## config.mk

```make
export PLATFORM = sky130hd
export DESIGN_NAME = loggain_ctrl
export DESIGN_NICKNAME = d
export VERILOG_FILES = /design/src/rtl/loggain_pkg.sv /design/src/rtl/loggain_bus_sync.sv /design/src/rtl/loggain_onehot_dec.sv /design/src/rtl/loggain_db_calc.sv /design/src/rtl/loggain_ctrl.sv
export SDC_FILE = /design/constraint.sdc
export NUM_CORES = 1
export LEC_CHECK = 0
export CAP_MARGIN = 20
export CORE_MARGIN = 2
export CORE_UTILIZATION = 41
export DETAILED_ROUTE_END_ITERATION = 6
export PLACE_DENSITY_LB_ADDON = 0.15
export SLEW_MARGIN = 20
export SYNTH_ARGS = -nofsm -noshare
export SYNTH_HDL_FRONTEND = slang
export SYNTH_SLANG_ARGS = --single-unit
```

## constraint.sdc

```tcl
create_clock -name clk -period 3.5 [get_ports clk]
set_input_delay 0.7 -clock clk [delete_from_list [all_inputs] [get_ports clk]]
set_output_delay 0.7 -clock clk [all_outputs]
set_load 0.005 [all_outputs]
```

## src/rtl/loggain_pkg.sv

```systemverilog
package loggain_pkg;
    localparam int CODE_W      = 4;
    localparam int SEL_W       = 1 << CODE_W;
    localparam int DATA_W      = 2 * CODE_W + 1;
    localparam int GAIN_W      = 9;
    localparam int COARSE_STEP = 15;

    typedef struct packed {
        logic              atten;
        logic [CODE_W-1:0] coarse;
        logic [CODE_W-1:0] fine;
        logic              pdn;
    } setting_t;

    typedef struct packed {
        logic              wr_n;
        logic              cs_n;
        logic              addr;
        logic [DATA_W-1:0] data;
    } bus_smp_t;
endpackage

```

## src/rtl/loggain_bus_sync.sv

```systemverilog
module loggain_bus_sync
    import loggain_pkg::*;
(
    input  logic              clk,
    input  logic              rst_n,
    input  logic              wr_n,
    input  logic              cs_n,
    input  logic              addr,
    input  logic [DATA_W-1:0] data,
    output logic              commit,
    output logic              commit_addr,
    output logic [DATA_W-1:0] commit_data
);
    typedef struct packed {
        bus_smp_t s1;
        bus_smp_t s2;
        logic     prev_wr_n;
    } sync_t;

    localparam bus_smp_t IDLE = '{wr_n: 1'b1, cs_n: 1'b1, addr: 1'b0, data: '0};

    sync_t sync_d, sync_q;

    always_comb begin
        sync_d           = sync_q;
        sync_d.s1        = '{wr_n: wr_n, cs_n: cs_n, addr: addr, data: data};
        sync_d.s2        = sync_q.s1;
        sync_d.prev_wr_n = sync_q.s2.wr_n;
    end

    always_ff @(posedge clk or negedge rst_n) begin
        if (!rst_n) begin
            sync_q <= '{s1: IDLE, s2: IDLE, prev_wr_n: 1'b1};
        end else begin
            sync_q <= sync_d;
        end
    end

    assign commit      = sync_q.s2.wr_n & ~sync_q.prev_wr_n & ~sync_q.s2.cs_n;
    assign commit_addr = sync_q.s2.addr;
    assign commit_data = sync_q.s2.data;
endmodule

```

## src/rtl/loggain_onehot_dec.sv

```systemverilog
module loggain_onehot_dec #(
    parameter int CODE_W = 4,
    parameter int OUT_W  = 1 << CODE_W
) (
    input  logic [CODE_W-1:0] code,
    output logic [OUT_W-1:0]  sel
);
    for (genvar i = 0; i < OUT_W; i++) begin : g_line
        assign sel[i] = (code == CODE_W'(i));
    end
endmodule

```

## src/rtl/loggain_db_calc.sv

```systemverilog
module loggain_db_calc
    import loggain_pkg::*;
(
    input  logic                     atten,
    input  logic [CODE_W-1:0]        coarse,
    input  logic [CODE_W-1:0]        fine,
    output logic signed [GAIN_W-1:0] gain
);
    logic [GAIN_W-1:0] mag;

    always_comb begin
        mag  = GAIN_W'(coarse) * GAIN_W'(COARSE_STEP) + GAIN_W'(fine);
        gain = atten ? -$signed(mag) : $signed(mag);
    end
endmodule

```

## src/rtl/loggain_ctrl.sv

```systemverilog
module loggain_ctrl
    import loggain_pkg::*;
#(
    parameter bit NINE_BIT = 1'b0
) (
    input  logic                     clk,
    input  logic                     rst_n,
    input  logic                     bus_wr_n,
    input  logic                     bus_cs_n,
    input  logic                     bus_addr,
    input  logic [DATA_W-1:0]        bus_data,
    output logic [SEL_W-1:0]         coarse_sel,
    output logic [SEL_W-1:0]         fine_sel,
    output logic                     atten_sel,
    output logic                     pwr_down,
    output logic signed [GAIN_W-1:0] gain_tenth_db
);
    typedef struct packed {
        setting_t                  set;
        logic signed [GAIN_W-1:0]  gain;
    } state_t;

    state_t                   state_d, state_q;
    setting_t                 wr_next;
    logic                     wr_commit;
    logic                     wr_addr;
    logic [DATA_W-1:0]        wr_data;
    logic signed [GAIN_W-1:0] gain_calc;

    loggain_bus_sync u_sync (
        .clk         (clk),
        .rst_n       (rst_n),
        .wr_n        (bus_wr_n),
        .cs_n        (bus_cs_n),
        .addr        (bus_addr),
        .data        (bus_data),
        .commit      (wr_commit),
        .commit_addr (wr_addr),
        .commit_data (wr_data)
    );

    // Parameter picks the register layout of a write.
    if (NINE_BIT) begin : g_nine
        always_comb begin
            wr_next        = state_q.set;
            wr_next.atten  = wr_data[2*CODE_W];
            wr_next.coarse = wr_data[2*CODE_W-1:CODE_W];
            wr_next.fine   = wr_data[CODE_W-1:0];
            wr_next.pdn    = 1'b0;
        end
    end else begin : g_eight
        always_comb begin
            wr_next = state_q.set;
            if (!wr_addr) begin
                wr_next.atten               = wr_data[2*CODE_W];
                wr_next.coarse              = wr_data[2*CODE_W-1:CODE_W];
                wr_next.fine[CODE_W-1:1]    = wr_data[CODE_W-1:1];
            end else begin
                wr_next.fine[0]             = wr_data[1];
                wr_next.pdn                 = wr_data[2];
            end
        end
    end

    loggain_db_calc u_calc (
        .atten  (state_q.set.atten),
        .coarse (state_q.set.coarse),
        .fine   (state_q.set.fine),
        .gain   (gain_calc)
    );

    always_comb begin
        state_d      = state_q;
        state_d.gain = gain_calc;
        if (wr_commit) begin
            state_d.set = wr_next;
        end
    end

    always_ff @(posedge clk or negedge rst_n) begin
        if (!rst_n) begin
            state_q <= '0;
        end else begin
            state_q <= state_d;
        end
    end

    loggain_onehot_dec #(.CODE_W(CODE_W)) u_coarse_dec (
        .code (state_q.set.coarse),
        .sel  (coarse_sel)
    );

    loggain_onehot_dec #(.CODE_W(CODE_W)) u_fine_dec (
        .code (state_q.set.fine),
        .sel  (fine_sel)
    );

    assign atten_sel     = state_q.set.atten;
    assign pwr_down      = state_q.set.pdn;
    assign gain_tenth_db = state_q.gain;
endmodule

```

-- Word-level counts from Yosys, hierarchy flattened
Cells that the tools add are included.
- register bits: 44
- input port bits: 14
- word-level logic and storage cells: 58
- add/subtract/negate cells: 2
- muxes and demuxes: 1
- eq/ne operators: 30
- bitwise logic cells: 5
- multiply operators: 1
- reductions and logical operators: 4
- operator list (cell ; count):
    $eq A4 B4 Y1 const B ; 16
    $eq A4 B3 Y1 const B ; 8
    $eq A4 B2 Y1 const B ; 4
    $add A8 B4 Y9 ; 1
    $mux W9 ; 1
    $neg A9 Y9 ; 1
    $eq A4 B1 Y1 const B ; 2
    $logic_not A4 Y1 ; 2
    $mul A4 B4 Y8 const B ; 1
    $reduce_and A2 Y1 ; 2
    $not A1 Y1 ; 3
    $and A1 B1 Y1 ; 2

-- Depth between registers and ports, before layout
Gate-level depths: netlist of the first run.
- depth in word-level cells: 4
- depth in mapped cells: 13
- gate-level depth less buffers: 13

-- Cells and area by module
A second synthesis of the first run with hierarchy kept.
- cell total of the unflattened synthesis: 199
- area total of the unflattened synthesis: 2596.2 µm²
- by module, submodules not included (module ; area an instance (µm²) ; times used ; seq. area each (µm²) ; cells an instance):
    loggain_db_calc ; 716.9 ; 1 ; 0.0 ; 83
    loggain_ctrl ; 714.4 ; 1 ; 475.5 ; 41
    loggain_bus_sync ; 711.9 ; 1 ; 631.9 ; 35
    loggain_onehot_dec ; 226.5 ; 2 ; 0.0 ; 20

-- Worst setup path before layout of the first run
OpenSTA, ideal clock, no wires.
- path kind: reg-to-reg
- start: register state_q[15] in the netlist's numbering
- end: register state_q, in the netlist gain_tenth_db[8]
- stages on the path, launching flop included: 13
- path buffers: 0
- arrival time: 3.622 ns
- period minus slack after synthesis: 3.701 ns
- required time: 3.421 ns
- setup slack: -0.201 ns
- path through: dfrtp_1 -> fa_1 -> inv_1 -> fa_1 -> fa_1 -> inv_1 -> ha_1 -> a211oi_2 -> nor2_2 -> xnor2_1 -> or3_1 -> o31ai_2 -> xor2_1
- word-level cells in the longest chain between the ends: 4
- ends and longest elaborated chain (element ; RTL line ; source):
    from (decl) ; loggain_ctrl.sv:23 ; state_t state_d, state_q;
    from (signal assigned) ; loggain_ctrl.sv:84 ; state_q <= state_d;
    $mul A4 B4 Y8 (*) ; loggain_db_calc.sv:12 ; mag = GAIN_W'(coarse) * GAIN_W'(COARSE_STEP) + GAIN_W'(fine);
    $add A8 B4 Y9 (*) ; loggain_db_calc.sv:12 ;
    $neg A9 Y9 ; loggain_db_calc.sv:13 ; gain = atten ? -$signed(mag) : $signed(mag);
    $mux W9 (*) ; loggain_db_calc.sv:13 ;
    net gain_calc[8] ; loggain_ctrl.sv:28 ; logic signed [GAIN_W-1:0] gain_calc;
The timed path passes the listed nets; every way through them passes the cells marked *.
A chain may end at the register's enable or synchronous reset.

-- Worst setup path in the final report of the first run
Same ends and word-level chain as after synthesis.

==> flow_summary.toml, run 1 <==
[outcome]
outcome = "finished clean"

[critical_path]
arrival_ps = 3720
path_class = "flop to flop"
worst-endpoint-required_ps = 3730
cp_max_fo = 4
cpMostUsedCell = "fa_1"
critPathTopFamily = "adder cells"
crit_chain = "fa_1 -> inv_1 -> fa_1 -> fa_1 -> inv_2 -> ha_4 -> a211oi_4 -> nor2_2 -> xnor2_1 -> or3_1 -> o31ai_2 -> xor2_1"
cp.buffers_inverters = 2
cpPeakStageDelay_ps = 550
startpoint_type = "flop"
critPathSlowestCell = "fa_1"
end_kind = "flop"

[drt]
wire_per_inst_um = 11.7
vias = 1459
drtPass1Iterations = 4
drtIter0Drc = 45
routed_via_density = 4.49
routed_wl_mm = 3.80
postRouteAntennaNets = 0
drc_errors = 0

[timing]
maxSlewHeadroom_pct = 41.1
fin_worst_skew_ps = 5.58
setup_viol = 0
finalWorstSetupSlack_ps = 8.30
grt_setup_unrepaired = "true"
fmax_mhz = 286
setup_tns_ps = 0
finalMaxSlewViolations = 0
finalHoldViolCount = 0
worstMarginPinSlew_ps = 883
period_share_pct = 99.8
fin_hold_ws_ps = 348
fin_crit_ps = 3490

[synth]
synthCells = 195
synth_top_area_share_pct = 41.3
ys_types = 30
syn_avg_cell_area_um2 = 11.5
synthArstFlopShare_pct = 100
netlist_area_um2 = 2240
ys_seq_elements = 42
ys_seq_area_share_pct = 47.2
syn_nets = 241
synth_area_leaders = "dfrtp_1 41%, ha_1 14%, fa_1 6.3%"
synthFlopType = "dfrtp_1"
yosysWarnings = 0
yosysTopAreaCell = "dfrtp_1"
yosys-top-cells-count = "37 x dfrtp_1, 25 x ha_1, 16 x and2_1, 16 x inv_1, 13 x nand2_1"
synth_edf_count = 0
synth_most_common_cell = "dfrtp_1"

[grt]
grt_pass1_wl_mm = 6.56
grt_antenna_before_repair = 0
grt_overflow = 0
grt_max_degree = 43
track_usage_pct = 13.8
first_global_vias = 1420

[job]
cap_violations = 0

[finish]
fin_area_um2 = 3010
drive_gt1_share_pct = 14.9
syn2layout_area_growth_pct = 34.5
final_nets = 300
fin_util_pct = 57.9
stdcell_count = 325
n_antenna_cell = 0

[cts]
cts-root-buf = "clkbuf_8"
cts_tree = "yes"
cts_buffer_depth = 2
clk_latency_ps = 300
clock-sinks = 42
htreeDepth = 2
path_clk_slew_ps = 80
cts_buffers = 5

[power]
ir_drop_v = 0.000404
power_density_nw_per_um2 = 768
p_leak_nw = 1.34
fin_total_pwr_mw = 2.31

[die]
die-area_um2 = 6070
start_util_pct = 43.0
core-area_um2 = 5200
die_height_um = 77.9
die_x_um = 77.9
io_pins = 57
row_count = 26

[min_path]
min_path_type = "flop to flop"

[placed_design]
place_ws_ps = -14.4
place_inst = 316
post-dp-hpwl_mm = 2.95
numPortBuffers = 55
place_area_um2 = 2870
gp_congestion = 0.755
## cell families after synthesis
kind of cell	share of synthesized area, %
buf+inv	6.20
simple gates	13.5
mux	2.51
fa+ha+maj	20.2
xor+xnor	4.69
compound gates	5.70
flops	47.2
## flip-flops by register name, summed over array words and instances (netlist names)
register            flops
u_sync.commit_data      8
u_sync.commit_addr      1
u_sync.sync_d          12
gain_tenth_db           9
state_q                 8
pwr_down                1
atten_sel               1
u_sync.sync_q           2
## worst register-to-register path, stage by stage (launching register included)
cell and delay (ps):
dfrtp_2 420, fa_1 550, inv_1 60, fa_1 450
fa_1 510, inv_2 50, ha_4 260, a211oi_4 240
nor2_2 70, xnor2_1 130, or3_1 340, o31ai_2 210
xor2_1 160
## where the power goes
| group | total (mW) | leakage [nW] | switching [mW] | internal, mW |
|---|---|---|---|---|
| clock | 0.381 | 0.0514 | 0.169 | 0.213 |
| combinational | 1.29 | 0.798 | 0.606 | 0.686 |
| sequential | 0.642 | 0.490 | 0.0559 | 0.586 |
## timing repair
action | CTS | global route
setup buffers | 0 | 1
resized for setup | 2 | 2
setup endpoints to repair | 1 | 3
hold buffers | 0 | 0
pin swaps | 0 | 3
## final cells by class
class | count | area [µm²]
Tap cell | 70 | 87.6
Timing Repair Buffer | 64 | 613
Inverter | 16 | 60.1
Clock inverter | 2 | 37.5
Clock buffer | 6 | 72.6
Multi-Input combinational cell | 125 | 1080
Sequential cell | 42 | 1060
Fill cell | 451 | 2190
## cells in the final DEF, fill, tap and decap left out, types with 2 or more instances in the layout
master / count
o21ai_0: 3
dfrtp_1: 36
and2_1: 16
fa_1: 7
xnor2_1: 9
dfstp_2: 5
or3_1: 2
ha_1: 24
mux2_2: 5
clkbuf_8: 5
nor3_1: 6
nor2_1: 11
o21ai_1: 4
nand2_1: 13
a21o_1: 2
buf_4: 9
nand2b_1: 4
a21oi_1: 3
inv_1: 15
clkdlybuf4s50_1: 54
xor2_1: 3
## metal layers
metal	vias up	part of all wire [%]	GRT usage, %	wire [µm]
met5	-	0	0	0
met4	0	1.3	4.74	51
met3	6	3.2	3.49	121
met2	25	51	23.2	1930
met1	687	45	17.2	1700
li1	741	-	-	-
## final timing paths
check,startpoint,cells after the start,endpoint,slack [ps]
max,state_q[15]$_DFFE_PN0P_,12,gain_tenth_db[8]$_DFF_PN0_,8
min,u_sync.sync_d[2]$_DFF_PN0_,0,u_sync.commit_data[1]$_DFF_PN0_,350
max reg2reg,state_q[15]$_DFFE_PN0P_,12,gain_tenth_db[8]$_DFF_PN0_,8
min reg2reg,u_sync.sync_d[2]$_DFF_PN0_,0,u_sync.commit_data[1]$_DFF_PN0_,350
max in group asynchronous,rst_n,1,state_q[15]$_DFFE_PN0P_,2370
min in group asynchronous,rst_n,1,u_sync.commit_data[8]$_DFF_PN0_,520
No activity file was read; power rests on OpenSTA's default activity.
==> run 2, diff against run 1 <==
--- a/config.mk
+++ b/config.mk
@@ -7,10 +7,10 @@
 export LEC_CHECK = 0
 export CAP_MARGIN = 20
 export CORE_MARGIN = 2
-export CORE_UTILIZATION = 41
+export CORE_UTILIZATION = 44
 export DETAILED_ROUTE_END_ITERATION = 6
 export PLACE_DENSITY_LB_ADDON = 0.15
-export SLEW_MARGIN = 20
+export SLEW_MARGIN = 30
 export SYNTH_ARGS = -nofsm -noshare
 export SYNTH_HDL_FRONTEND = slang
 export SYNTH_SLANG_ARGS = --single-unit
==> flow_summary.toml, run 2 (synthesized netlist as in run 1, its figures left out) <==
[timing]
finalWorstSetupSlack_ps = -52.9
grt_setup_unrepaired = "true"
setup_tns_ps = -67.9
finalMaxSlewViolations = 0
period_share_pct = 102
worstMarginPinSlew_ps = 505
maxSlewHeadroom_pct = 66.2
fin_crit_ps = 3550
fmax_mhz = 281
finalHoldViolCount = 0
setup_viol = 2
fin_worst_skew_ps = 8.16

[drt]
routed_via_density = 4.61
wire_per_inst_um = 11.6
postRouteAntennaNets = 0
vias = 1498
drc_errors = 0
routed_wl_mm = 3.75
drtPass1Iterations = 5
drtIter0Drc = 31

[cts]
clock-sinks = 42
path_clk_slew_ps = 80
cts-root-buf = "clkbuf_8"
cts-hold-fix-buffers = 0
cts_buffers = 5
clk_latency_ps = 290
cts_buffer_depth = 2
htreeDepth = 2
cts_tree = "yes"

[critical_path]
cp.buffers_inverters = 2
worst-endpoint-required_ps = 3720
cp_max_fo = 4
arrival_ps = 3780
r2r_setup_slack_ps = -50
critPathTopFamily = "adder cells"
crit_chain = "fa_1 -> inv_1 -> fa_1 -> fa_1 -> inv_2 -> ha_4 -> a211oi_4 -> nor2_2 -> xnor2_1 -> or3_1 -> o31ai_2 -> xor2_1"
startpoint_type = "flop"
path_class = "flop to flop"
critPathSlowestCell = "fa_1"
end_kind = "flop"
cpPeakStageDelay_ps = 560
cpMostUsedCell = "fa_1"

[grt]
first_global_vias = 1444
grt_pass1_wl_mm = 6.23
grt_antenna_before_repair = 0
grt_overflow = 0
track_usage_pct = 14.7
grt_max_degree = 43

[power]
power_density_nw_per_um2 = 798
ir_drop_v = 0.000428
p_leak_nw = 1.36

[finish]
largest_reg_flops = 12
drive_gt1_share_pct = 16.7
final_nets = 303
final_common_cell = "clkdlybuf4s50_1"
n_antenna_cell = 0
fin_util_pct = 63.4
final_cell_mix = "54 x clkdlybuf4s50_1, 36 x dfrtp_1, 24 x ha_1"
nFillCells = 422
syn2layout_area_growth_pct = 36.3

[die]
core-area_um2 = 4820
die-area_um2 = 5680
die_x_um = 75.3
die_height_um = 75.3
io_pins = 57
start_util_pct = 46.5
row_count = 25

[placed_design]
numPortBuffers = 55
place_ws_ps = -64.4
post-dp-hpwl_mm = 2.89
gp_congestion = 0.775

[outcome]
violations = "setup timing"
outcome = "finished with violations"

[job]
cap_violations = 0

[min_path]
min_path_type = "flop to flop"
-- run 2: cell count changes in the layout (fill, tap and decap cells not counted) --
cell | previous run | this run
buf_4 | 9 | 13
a21oi_2 | 1 | 0
a21oi_4 | 0 | 1
buf_2 | 1 | 0
nand2_1 | 13 | 12
nand2_2 | 1 | 2
xnor2_1 | 9 | 8
xnor2_2 | 0 | 1
-- run 2: path summary, 6_finish.rpt --
check                                            from                              end  cells after the start
min reg2reg                u_sync.sync_d[4]$_DFF_PN0_  u_sync.commit_data[3]$_DFF_PN0_                      0
max in group asynchronous                       rst_n          state_q[15]$_DFFE_PN0P_                      1
max reg2reg                   state_q[15]$_DFFE_PN0P_       gain_tenth_db[8]$_DFF_PN0_                     12
max                           state_q[15]$_DFFE_PN0P_       gain_tenth_db[8]$_DFF_PN0_                     12
min                        u_sync.sync_d[4]$_DFF_PN0_  u_sync.commit_data[3]$_DFF_PN0_                      0
min in group asynchronous                       rst_n       gain_tenth_db[7]$_DFF_PN0_                      1
-- run 2: report_power, final --
group	total, mW	switching, mW	internal, mW
Sequential	0.643	0.0570	0.586
Combinational	1.42	0.649	0.767
Clock	0.377	0.164	0.213
Total	2.44	0.870	1.57
-- run 2: cell type report --
class	instances	area, µm²	share of cell area, %
Tap cell	67	83.8	2.75
Inverter	16	60.1	1.97
Multi-Input combinational cell	125	1100	36.1
Clock inverter	2	37.5	1.23
Sequential cell	42	1060	34.7
Timing Repair Buffer	67	638	20.9
Clock buffer	6	72.6	2.38
-- run 2: metal layers --
| layer | global-route usage [%] | vias up | routed length [µm] |
|---|---|---|---|
| met3 | 3.97 | 6 | 113 |
| li1 | - | 744 | - |
| met5 | 0 | - | 0 |
| met1 | 17.5 | 721 | 1650 |
| met2 | 24.8 | 27 | 1910 |
| met4 | 6.82 | 0 | 74 |
-- run 2: timing repair --
item	CTS	global route
endpoints found under the setup margin	1	3
resized for setup	2	5
pin swaps	0	3
buffers inserted	0	4
-- run 2: worst reg2reg max path, delay by kind of cell (launching register included) --
| family | cells | cell delay, ps |
|---|---|---|
| AOI/OAI and AO/OA | 2 | 470 |
| adders and majority gates | 4 | 1770 |
| and+or+nand+nor | 2 | 420 |
| DFF | 1 | 420 |
| xor gates and xnor gates | 2 | 300 |
| buffers and inverters | 2 | 110 |
-- run 2: stage by stage --
step	hold WS (ps)	power, mW	std cells	area, µm²
finish	348	2.44	325	3050
global route	360	2.64	325	3050
CTS	352	2.31	321	2990
detailed placement	335	1.88	313	2870
global placement	332	1.86	313	2870
floorplan	331	1.52	195	2250
==> run 3, diff against run 2 <==
--- a/config.mk
+++ b/config.mk
@@ -14,3 +14,4 @@
 export SYNTH_ARGS = -nofsm -noshare
 export SYNTH_HDL_FRONTEND = slang
 export SYNTH_SLANG_ARGS = --single-unit
+export TNS_END_PERCENT = 5
==> flow_summary.toml, run 3 (synthesized netlist as in run 1, its figures left out) <==
[cts]
clock-sinks = 42
htreeDepth = 2
postCtsSetupBuffers = 0
path_clk_slew_ps = 80
cts_buffers = 5
clk_latency_ps = 290
cts_buffer_depth = 2
cts-root-buf = "clkbuf_8"
cts_tree = "yes"

[drt]
wire_per_inst_um = 11.3
vias = 1476
drtIter0Drc = 29
routed_via_density = 4.60
postRouteAntennaNets = 0
routed_wl_mm = 3.63
drtPass1Iterations = 5
drc_errors = 0

[critical_path]
cp_max_fo = 4
path_class = "flop to flop"
critPathSlowestCell = "fa_1"
cp.buffers_inverters = 2
critPathTopFamily = "adder cells"
cpPeakStageDelay_ps = 570
cpMostUsedCell = "fa_1"
crit_chain = "fa_1 -> inv_1 -> fa_1 -> fa_1 -> inv_2 -> ha_4 -> a211oi_4 -> nor2_2 -> xnor2_1 -> or3_1 -> o31ai_2 -> xor2_1"
cp.depth = 12
end_kind = "flop"
worst-endpoint-required_ps = 3720
startpoint_type = "flop"
reg2reg_depth = 12
arrival_ps = 3760

[power]
ir_drop_v = 0.000414
fin_total_pwr_mw = 2.27
p_leak_nw = 1.33
power_density_nw_per_um2 = 759

[job]
cap_violations = 0

[finish]
multi_input_area_um2 = 1070
drive_gt1_share_pct = 14.2
largest_reg_flops = 12
final_common_cell = "clkdlybuf4s50_1"
final_cell_mix = "54 x clkdlybuf4s50_1, 36 x dfrtp_1, 24 x ha_1"
syn2layout_area_growth_pct = 33.5
final_nets = 299
nFillCells = 432
n_antenna_cell = 0
seq_area_um2 = 1060

[timing]
worstMarginPinSlew_ps = 508
finalWorstSetupSlack_ps = -37.7
maxSlewHeadroom_pct = 66.0
grt_setup_unrepaired = "true"
finalMaxSlewViolations = 0
finalHoldViolCount = 0
period_share_pct = 101
setup_viol = 1
setup_tns_ps = -37.7
fin_crit_ps = 3540
fmax_mhz = 283
fin_worst_skew_ps = 8.63

[grt]
track_usage_pct = 14.7
grt_overflow = 0
grt_pass1_wl_mm = 6.23
grt_antenna_before_repair = 0
first_global_vias = 1444
grt_max_degree = 43

[die]
die-area_um2 = 5680
io_pins = 57
die_height_um = 75.3
row_count = 25
core-area_um2 = 4820
start_util_pct = 46.5
die_x_um = 75.3

[min_path]
whs_path_depth = 0
min_path_type = "flop to flop"

[placed_design]
numPortBuffers = 55
post-dp-hpwl_mm = 2.89
gp_congestion = 0.775
place_ws_ps = -64.4

[outcome]
violations = "setup timing"
outcome = "finished with violations"
## run 3: final cells by class
cell class,count,area share (%)
Clock buffer,6,2.43
Multi-Input combinational cell,125,35.8
Inverter,16,2.01
Tap cell,67,2.80
Clock inverter,2,1.26
Timing Repair Buffer,63,20.3
Sequential cell,42,35.4
## run 3: path summary, 6_finish.rpt
check,startpoint,end,slack [ps]
max,state_q[15]$_DFFE_PN0P_,gain_tenth_db[8]$_DFF_PN0_,-40
min,u_sync.sync_d[4]$_DFF_PN0_,u_sync.commit_data[3]$_DFF_PN0_,350
max reg2reg,state_q[15]$_DFFE_PN0P_,gain_tenth_db[8]$_DFF_PN0_,-40
min reg2reg,u_sync.sync_d[4]$_DFF_PN0_,u_sync.commit_data[3]$_DFF_PN0_,350
max in group asynchronous,rst_n,state_q[15]$_DFFE_PN0P_,2760
min in group asynchronous,rst_n,gain_tenth_db[7]$_DFF_PN0_,360
## run 3: metrics by stage
step	util, %	hold slack [ps]	instances	area [µm²]
6_report	62.1	347	321	2990
5_1_grt	62.1	360	321	2990
4_1_cts	62.0	352	321	2990
3_5_place_dp	59.6	335	313	2870
3_3_place_gp	59.6	332	313	2870
2_1_floorplan	-	331	195	2250
## run 3: repair_timing
action | 4_1_cts | 5_1_grt
hold buffers | 0 | 0
gates resized for setup | 2 | 0
endpoints found under the hold margin | 0 | 0
cloned | 0 | 0
pin swaps | 0 | 0
endpoints found under the setup margin | 1 | 3
## run 3: power breakdown
group	internal, mW	total [mW]	leakage (nW)	switching [mW]
Sequential	0.586	0.642	0.490	0.0557
Combinational	0.672	1.25	0.791	0.579
Clock	0.213	0.377	0.0514	0.164
## run 3: metal layers
metal | GRT usage [%] | vias to the layer above | share of wire [%]
li1 | - | 736 | -
met1 | 17.5 | 707 | 45
met2 | 24.8 | 27 | 50
met3 | 3.97 | 6 | 3.1
met4 | 6.82 | 0 | 2.0
met5 | 0 | - | 0
## run 3: worst reg2reg max path, delay by kind of cell (launching register included)
family | cells | cell delay, ps
xor gates and xnor gates | 2 | 290
and+or+nand+nor | 2 | 410
adders and majority gates | 4 | 1780
DFF | 1 | 420
buffers and inverters | 2 | 110
AOI/OAI and AO/OA | 2 | 450
